<file path="config.mk">
export PLATFORM = sky130hd
export DESIGN_NAME = cfg_boot_seq
export DESIGN_NICKNAME = d
export VERILOG_FILES = /design/src/rtl/cfg_boot_pkg.sv /design/src/rtl/cfg_init_timer.sv /design/src/rtl/cfg_sync_hunter.sv /design/src/rtl/cfg_payload_counter.sv /design/src/rtl/cfg_boot_seq.sv
export SDC_FILE = /design/constraint.sdc
export NUM_CORES = 1
export LEC_CHECK = 0
export BUFFER_PORTS_ARGS = -buffer_cell sky130_fd_sc_hd__buf_2
export CAP_MARGIN = 20
export CORE_AREA = 2 2 71 73
export DETAILED_ROUTE_END_ITERATION = 8
export DIE_AREA = 0 0 73 75
export GPL_ROUTABILITY_DRIVEN = 0
export PLACE_DENSITY = 0.78
export SLEW_MARGIN = 20
export SYNTH_ARGS = -nofsm -noshare
export SYNTH_HDL_FRONTEND = slang
export SYNTH_SLANG_ARGS = --single-unit
</file>
<file path="constraint.sdc">
create_clock -name clk -period 1.7 [get_ports clk]
set_input_delay 0.255 -clock clk [delete_from_list [all_inputs] [get_ports clk]]
set_output_delay 0.255 -clock clk [all_outputs]
set_load 0.005 [all_outputs]
</file>
<file path="src/rtl/cfg_boot_pkg.sv">
package cfg_boot_pkg;
   typedef enum logic [2:0] {
      ST_INIT,
      ST_RELEASE,
      ST_HUNT,
      ST_LOAD,
      ST_SETTLE,
      ST_USER,
      ST_FAIL
   } boot_state_e;

   localparam int          MODE_W    = 3;
   localparam int          SYNC_W    = 16;
   localparam logic [15:0] SYNC_WORD = 16'hBDB3;
endpackage

</file>
<file path="src/rtl/cfg_init_timer.sv">
module cfg_init_timer #(
   parameter int INIT_CYCLES = 64
) (
   input  logic clk,
   input  logic rst_n,
   input  logic clear,
   input  logic run,
   output logic expired
);
   localparam int CW = (INIT_CYCLES > 1) ? $clog2(INIT_CYCLES) : 1;

   if (INIT_CYCLES < 1) begin : g_bad_init
      $error("cfg_init_timer: INIT_CYCLES must be at least 1");
   end

   if (INIT_CYCLES == 1) begin : g_single
      assign expired = run & ~clear;
   end else begin : g_count
      logic [CW-1:0] cnt;
      always_ff @(posedge clk or negedge rst_n) begin
         if (!rst_n)        cnt <= '0;
         else if (clear)    cnt <= '0;
         else if (run)      cnt <= cnt + 1'b1;
      end
      assign expired = run & ~clear & (cnt == CW'(INIT_CYCLES - 1));
   end
endmodule

</file>
<file path="src/rtl/cfg_sync_hunter.sv">
module cfg_sync_hunter #(
   parameter int          W           = 16,
   parameter logic [15:0] SYNC        = 16'hBDB3,
   parameter int          HUNT_LIMIT  = 4096,
   parameter bit          MSB_FIRST   = 1'b1
) (
   input  logic clk,
   input  logic rst_n,
   input  logic clear,
   input  logic shift_en,
   input  logic bit_in,
   output logic match,
   output logic limit_hit
);
   localparam int HW = $clog2(HUNT_LIMIT);

   if (W != 16) begin : g_bad_w
      $error("cfg_sync_hunter: sync width must be 16");
   end
   if (HUNT_LIMIT < W) begin : g_bad_limit
      $error("cfg_sync_hunter: HUNT_LIMIT shorter than the sync word");
   end

   logic [W-1:0]  sr;
   logic [W-1:0]  sr_nxt;
   logic [HW-1:0] seen;

   if (MSB_FIRST) begin : g_msb
      assign sr_nxt = {sr[W-2:0], bit_in};
   end else begin : g_lsb
      assign sr_nxt = {bit_in, sr[W-1:1]};
   end

   // all-zero preload: the sync word starts with a one, so only stream bits can match
   always_ff @(posedge clk or negedge rst_n) begin
      if (!rst_n) begin
         sr   <= '0;
         seen <= '0;
      end else if (clear) begin
         sr   <= '0;
         seen <= '0;
      end else if (shift_en) begin
         sr   <= sr_nxt;
         seen <= seen + 1'b1;
      end
   end

   assign match     = shift_en & (sr_nxt == SYNC);
   assign limit_hit = shift_en & ~match & (seen == HW'(HUNT_LIMIT - 1));
endmodule

</file>
<file path="src/rtl/cfg_payload_counter.sv">
module cfg_payload_counter #(
   parameter int PAYLOAD_BITS = 1024
) (
   input  logic clk,
   input  logic rst_n,
   input  logic clear,
   input  logic bit_en,
   output logic last
);
   localparam int PW = (PAYLOAD_BITS > 1) ? $clog2(PAYLOAD_BITS) : 1;

   if (PAYLOAD_BITS < 1) begin : g_bad_len
      $error("cfg_payload_counter: PAYLOAD_BITS must be at least 1");
   end

   if (PAYLOAD_BITS == 1) begin : g_single
      assign last = bit_en & ~clear;
   end else begin : g_count
      logic [PW-1:0] taken;
      always_ff @(posedge clk or negedge rst_n) begin
         if (!rst_n)       taken <= '0;
         else if (clear)   taken <= '0;
         else if (bit_en)  taken <= taken + 1'b1;
      end
      assign last = bit_en & ~clear & (taken == PW'(PAYLOAD_BITS - 1));
   end
endmodule

</file>
<file path="src/rtl/cfg_boot_seq.sv">
module cfg_boot_seq
   import cfg_boot_pkg::*;
#(
   parameter int         INIT_CYCLES  = 64,
   parameter int         PAYLOAD_BITS = 1024,
   parameter int         HUNT_LIMIT   = 4096,
   parameter logic [7:0] PORT_MASK    = 8'h0F,
   parameter bit         MSB_FIRST    = 1'b1
) (
   input  logic              clk,
   input  logic              rst_n,
   input  logic              prog_req_n,
   input  logic              refresh_cmd,
   input  logic [MODE_W-1:0] mode_sel,
   input  logic              sdata_i,
   input  logic              sdata_en,
   input  logic              init_line_i,
   output logic              init_n_o,
   output logic              done_o,
   output logic              err_o,
   output logic [MODE_W-1:0] port_sel_o,
   output logic              payload_vld_o,
   output logic              payload_bit_o
);
   if (PORT_MASK == 8'h00) begin : g_bad_mask
      $error("cfg_boot_seq: PORT_MASK enables no port");
   end

   boot_state_e       state;
   logic [MODE_W-1:0] port_q;
   logic              restart;
   logic              init_done;
   logic              sync_hit;
   logic              hunt_over;
   logic              load_last;
   logic              mode_ok;

   // refresh is not honoured once a fault is latched
   assign restart = ~prog_req_n | (refresh_cmd & (state != ST_FAIL));
   assign mode_ok = PORT_MASK[mode_sel];

   cfg_init_timer #(
      .INIT_CYCLES (INIT_CYCLES)
   ) u_timer (
      .clk     (clk),
      .rst_n   (rst_n),
      .clear   (restart | (state != ST_INIT)),
      .run     (state == ST_INIT),
      .expired (init_done)
   );

   cfg_sync_hunter #(
      .W          (SYNC_W),
      .SYNC       (SYNC_WORD),
      .HUNT_LIMIT (HUNT_LIMIT),
      .MSB_FIRST  (MSB_FIRST)
   ) u_hunt (
      .clk       (clk),
      .rst_n     (rst_n),
      .clear     (state != ST_HUNT),
      .shift_en  ((state == ST_HUNT) & sdata_en),
      .bit_in    (sdata_i),
      .match     (sync_hit),
      .limit_hit (hunt_over)
   );

   cfg_payload_counter #(
      .PAYLOAD_BITS (PAYLOAD_BITS)
   ) u_load (
      .clk    (clk),
      .rst_n  (rst_n),
      .clear  (state != ST_LOAD),
      .bit_en ((state == ST_LOAD) & sdata_en),
      .last   (load_last)
   );

   always_ff @(posedge clk or negedge rst_n) begin
      if (!rst_n) begin
         state  <= ST_INIT;
         port_q <= '0;
      end else if (restart) begin
         state  <= ST_INIT;
         port_q <= '0;
      end else begin
         unique case (state)
            ST_INIT:    if (init_done) state <= ST_RELEASE;
            ST_RELEASE: begin
               if (init_line_i) begin
                  if (mode_ok) begin
                     port_q <= mode_sel;
                     state  <= ST_HUNT;
                  end else begin
                     state  <= ST_FAIL;
                  end
               end
            end
            ST_HUNT: begin
               if (sync_hit)       state <= ST_LOAD;
               else if (hunt_over) state <= ST_FAIL;
            end
            ST_LOAD:    if (load_last) state <= ST_SETTLE;
            ST_SETTLE:  state <= ST_USER;
            ST_USER:    state <= ST_USER;
            ST_FAIL:    state <= ST_FAIL;
            default:    state <= ST_INIT;
         endcase
      end
   end

   assign init_n_o      = (state != ST_INIT) & (state != ST_FAIL);
   assign done_o        = (state == ST_USER);
   assign err_o         = (state == ST_FAIL);
   assign port_sel_o    = port_q;
   assign payload_vld_o = (state == ST_LOAD) & sdata_en;
   assign payload_bit_o = sdata_i;
endmodule

</file>
# == Word level (Yosys, flattened, before mapping) ==
# Memories as Yosys holds them, arrays and structs flattened.
# Cells that the tools add are included.
# word_totals
in_bits,10
mem_count,1
rom_bits,8
wordCells,77
register_bits,49
output_inout_bits,8
# classes
mux,21
order_cmp,1
n_reduce_logical,11
n_eq_ne,17
bitwise_logic,17
add_sub_neg,3
# memory_table
name,depth,width,read_ports,rd_clocked_by_memory_dff,wr,line_no,rtl
(name not given),8,1,1,0,0,cfg_boot_seq.sv:40,assign mode_ok = PORT_MASK[mode_sel];
# op_table
operator,count
$mux W3,11
$mux W15,2
$mux W12,2
$mux W10,2
$pmux W3 S6,1
$eq A16 B16 Y1 const B,1
$add A12 B1 Y12 const B,1
$eq A12 B12 Y1 const B,1
$mux W6,2
$ne A3 B3 Y1 const B,4
$reduce_bool A2 Y1,6
$and A1 B1 Y1,11
$add A10 B1 Y10 const B,1
$eq A10 B10 Y1 const B,1
$eq A3 B3 Y1 const B,3
$add A6 B1 Y6 const B,1
$eq A3 B2 Y1 const B,2
$eq A6 B6 Y1 const B,1
$ne A3 B2 Y1 const B,2
$lt A3 B4 Y1 const B,1
$ne A4 B3 Y1 const B,1
$not A1 Y1,4
$reduce_and A4 Y1,1
$eq A3 B1 Y1 const B,1
6 further kinds,7

# == Depth between registers and ports, before layout ==
# depth
depth_word,10
depth_mapped,6
ltp_nobuf,6

# == Modules after synthesis ==
# Synthesis repeated with hierarchy kept, for this count alone.
# unflattened
cells_unflattened,249
hier_area_um2,2572.5
# modules_own_cells
mod,cells_each,seq_area_each_um2,n_inst,area_each_um2
cfg_sync_hunter,119,675.6,1,1292.5
cfg_payload_counter,49,250.2,1,509.2
cfg_boot_seq,53,150.1,1,488.0
cfg_init_timer,28,150.1,1,282.8

# == Worst setup path before layout ==
# No wires, ideal clock.
# synth_timing
path_type,register to register
start,register u_hunt.seen[0]
end,register u_hunt.seen[8]
n_path_buf,0
path_stages_with_launch,6
arrival_ps,1305
setup_time_ps,79
slack_ps,316
required_ps,1621
period_less_slack_ps,1384
cell_sequence,dfrtp_1 ha_1 and3_1 nand3_1 or3_1 a21oi_1
# synth_between
elab_chain_len,3
# synth_rtl
item,line_no,rtl
"start, declared",cfg_sync_hunter.sv:26,logic [HW-1:0] seen;
"start signal, assigned",cfg_sync_hunter.sv:44,seen <= seen + 1'b1;
$add A12 B1 Y12,cfg_sync_hunter.sv:44,
$mux W12,cfg_sync_hunter.sv:42,end else if (shift_en) begin
$mux W12,cfg_sync_hunter.sv:39,end else if (clear) begin
# Every way passes these cells. The select of a mux whose other input is x is not followed.
# A chain may end at the register's enable or synchronous reset.

# == Worst setup path in the final report ==
# layout_timing
start,register state[2]
end,output port payload_vld_o
# layout_between
elab_chain_len,2
# layout_rtl
item,line_no,rtl
"start, declared",cfg_boot_seq.sv:29,boot_state_e state;
"start signal, assigned",cfg_boot_seq.sv:79,state <= ST_INIT;
"start signal, assigned",cfg_boot_seq.sv:82,state <= ST_INIT;
"start signal, assigned",cfg_boot_seq.sv:86,ST_INIT: if (init_done) state <= ST_RELEASE;
$eq A3 B2 Y1,cfg_boot_seq.sv:114,assign payload_vld_o = (state == ST_LOAD) & sdata_en;
$and A1 B1 Y1,cfg_boot_seq.sv:114,
"end, declared",cfg_boot_seq.sv:22,"output logic payload_vld_o,"
# Every way passes these cells.

==> impl_metrics.py <==
metrics = {
    "run_status": {
        "status": "complete, no violations",
    },
    "timing": {
        "finalCritPeriodShare_pct": 91.2,
        "hold_viol_final": 0,
        "report.final.setup_viol": 0,
        "tns_ns": 0,
        "min_period_ns": 1.55,
        "max_slew_margin_pct": 70.7,
        "fmax_mhz": 645,
        "rsz0062_at_grt": "false",
        "finalMaxSlewViolations": 0,
        "worst_pin_slew_ns": 0.440,
        "fin_skew_ns": 0.0108,
    },
    "die": {
        "io_pins": 18,
        "num_rows": 25,
        "initial_core_util_pct": 50.7,
        "die_w_um": 73,
        "die_area_um2": 5480,
        "die_h_um": 75,
        "core_area_um2": 4660,
    },
    "setup_path": {
        "crit_fanout": 10,
        "cp.required_ns": 1.44,
        "setup.worst_path.end_class": "primary output",
        "worstPathArrival_ns": 1.29,
        "slowest_stage": "dfrtp_1",
        "crit_family": "flip-flops",
        "reg2reg_from": "u_hunt.seen[0]",
        "critical_path.startpoint": "state[2]",
        "cp-start-kind": "flop",
        "crit_buf_inv": 1,
        "path_class": "reg2out",
        "crit_path_cell_trace": "nor2b_2 -> and3_1 -> buf_2",
        "cpPeakStageDelay_ns": 0.51,
    },
    "logic_synthesis": {
        "synthArstFlopShare_pct": 100,
        "syn_nets": 246,
        "yosys_register_bits": 49,
        "yosysMostFrequentCell": "dfrtp_1",
        "yosysTopAreaCell": "dfrtp_1",
        "synth_area_per_cell_um2": 10.1,
        "synth_edf_count": 0,
        "synthCells": 233,
        "yosysSeqAreaShare_pct": 51.9,
        "synth_top_flop_cell": "dfrtp_1",
        "synth_top_area_share_pct": 51.9,
        "synthTopCellsByCount": "dfrtp_1, nor2_1, mux2i_1",
        "synth.cell_area_um2": 2360,
        "ys_warn_count": 0,
        "synth.area.top_cells": "dfrtp_1, mux2i_1, nor2_1, xor2_1, xnor2_1",
        "synth_cell_type_count": 34,
    },
    "min_path": {
        "min_from": "mode_sel[0]",
        "hold_class": "in2reg",
    },
    "global_routing": {
        "met1_usage_pct": 20.8,
        "grt_max_degree": 20,
        "grt_pass1_wl_mm": 6.97,
        "top_usage_layer": "met2",
        "met2_usage_pct": 27.5,
        "grt_pass1_vias": 1628,
        "use_met3_pct": 4.02,
        "grt-ovfl-total": 0,
        "grt_antenna_before_repair": 0,
        "grtUsageTotal_pct": 16.6,
    },
    "final_layout": {
        "stdcell_count": 311,
        "finalInstanceArea_um2": 2650,
        "antenna_cells": 0,
        "fin_util_pct": 56.9,
        "fillCellCount": 401,
        "fin_nets": 269,
        "syn2layout_area_growth_pct": 12.3,
        "drive_above_1_share_pct": 14.4,
    },
    "route": {
        "dr.pass1.iters": 4,
        "dr_total_vias": 1691,
        "ant_nets": 0,
        "drc": 0,
        "wl_per_cell_um": 13.4,
        "routed_wirelength_mm": 4.16,
        "via_per_inst": 5.44,
        "drt_iter0_drc": 45,
    },
    "clock_network": {
        "clk_pin_slew_ns": 0.09,
        "tritoncts": "done",
        "clk_latency_ns": 0.31,
        "cts_root_buffer": "clkbuf_8",
        "post_cts_buffers": 0,
        "cts_sinks": 49,
        "cts_max_level": 2,
        "cts_made_buffers": 5,
        "cts_buffer_depth": 2,
    },
    "placed_design": {
        "placed_area_um2": 2520,
        "io_buffer_count": 17,
        "dp_cells": 302,
        "dp_hpwl_mm": 2.97,
    },
    "pwr": {
        "leakage_nw": 1.19,
        "finalPower_mw": 2.12,
        "pwr_density_cell_nw_per_um2": 797,
        "vdd_drop_max_mv": 0.478,
    },
    "run": {
        "maxCapViolCount": 0,
    },
}
cell usage in the layout, fill, tap and decap left out, types with 2 or more instances in the layout:
master    synthesis  routed
ha_1              3       3
nand3_1           9       9
o21ai_0          10      10
and2_1            2       2
nand2_1          15      15
nor2b_1           4       3
xnor2_1           7       7
inv_1             3       3
nor2_1           46      46
a21oi_1           7       7
buf_2             4      17
and3_1            4       4
xor2_1           13      13
buf_4             2       7
clkbuf_8          0       6
nand3b_1          2       2
nand4b_1          2       2
nor3_1            4       4
dfrtp_1          49      49
or3_1             6       6
nand2b_1          3       3
nand4_1           4       4
a31o_2            2       2
mux2i_1          19      19
tightest hold or removal path, stage by stage:
cell and delay [ns]:
buf_2 0.08, mux2i_1 0.06, nor2_1 0.08
path summary, 6_finish.rpt:
kind                                           to  slack (ns)  cells past startpoint
setup reg to reg                  u_hunt.seen[10]        0.19                      6
setup / recovery                    payload_vld_o        0.15                      3
hold reg to reg            u_timer.g_count.cnt[0]        0.49                      1
hold / removal                      port_sel_o[0]        0.19                      3
max in group asynchronous          u_hunt.seen[5]        0.68                      3
min in group asynchronous            u_hunt.sr[7]        0.41                      2
sequential cells by signal (all words and copies together) (netlist names):
signal,count
u_hunt.seen,12
port_sel_o,3
u_hunt.sr,15
u_load.g_count.taken,10
u_timer.g_count.cnt,6
state,3
through the flow:
step | setup slack (ns) | hold slack, ns
6_report | 0.150 | 0.194
5_1_grt | 0.0621 | 0.204
4_1_cts | 0.0847 | 0.189
3_5_place_dp | 0.187 | 0.221
3_3_place_gp | 0.196 | 0.214
2_1_floorplan | 0.316 | -0.0406
cells by family (layout without fill, tap and decap cells):
group / count (synthesis) / after routing / share of synthesized area, %
AOI/OAI and AO/OA: 23 / 23 / 5.72
muxes: 19 / 19 / 8.05
xor gates and xnor gates: 20 / 20 / 7.42
DFF: 49 / 49 / 51.9
adders and majority gates: 3 / 3 / 1.59
buffers and inverters: 12 / 36 / 2.44
and+or+nand+nor: 107 / 107 / 22.9
power breakdown:
part           internal (mW)  switching (mW)  leakage, nW
sequential              1.17         0.00175        0.684
combinational         0.0290          0.0529        0.450
clock                  0.478           0.387       0.0574
total                   1.67           0.442         1.19
timing repair:
action | 4_1_cts | 5_1_grt
setup endpoints to repair | 0 | 2
endpoints found under the hold margin | 17 | 0
hold buffers | 1 | 0
gates resized for setup | 0 | 1
per-layer routing:
metal  up-vias  share of wire [%]
met4         0                1.7
met2        29                 47
met3         6                3.7
met1       817                 48
li1        839                  -
met5         -                  0
layout make-up:
cell class / count / area [um2] / area share, %
clock buffer: 6 / 82.6 / 3.11
clock inverter: 2 / 37.5 / 1.41
inverter: 3 / 11.3 / 0.424
multi-input combinational: 172 / 1080 / 40.7
sequential: 49 / 1230 / 46.2
tap: 54 / 67.6 / 2.55
timing repair buffer: 25 / 148 / 5.56
(Power assumes the default switching activity.)
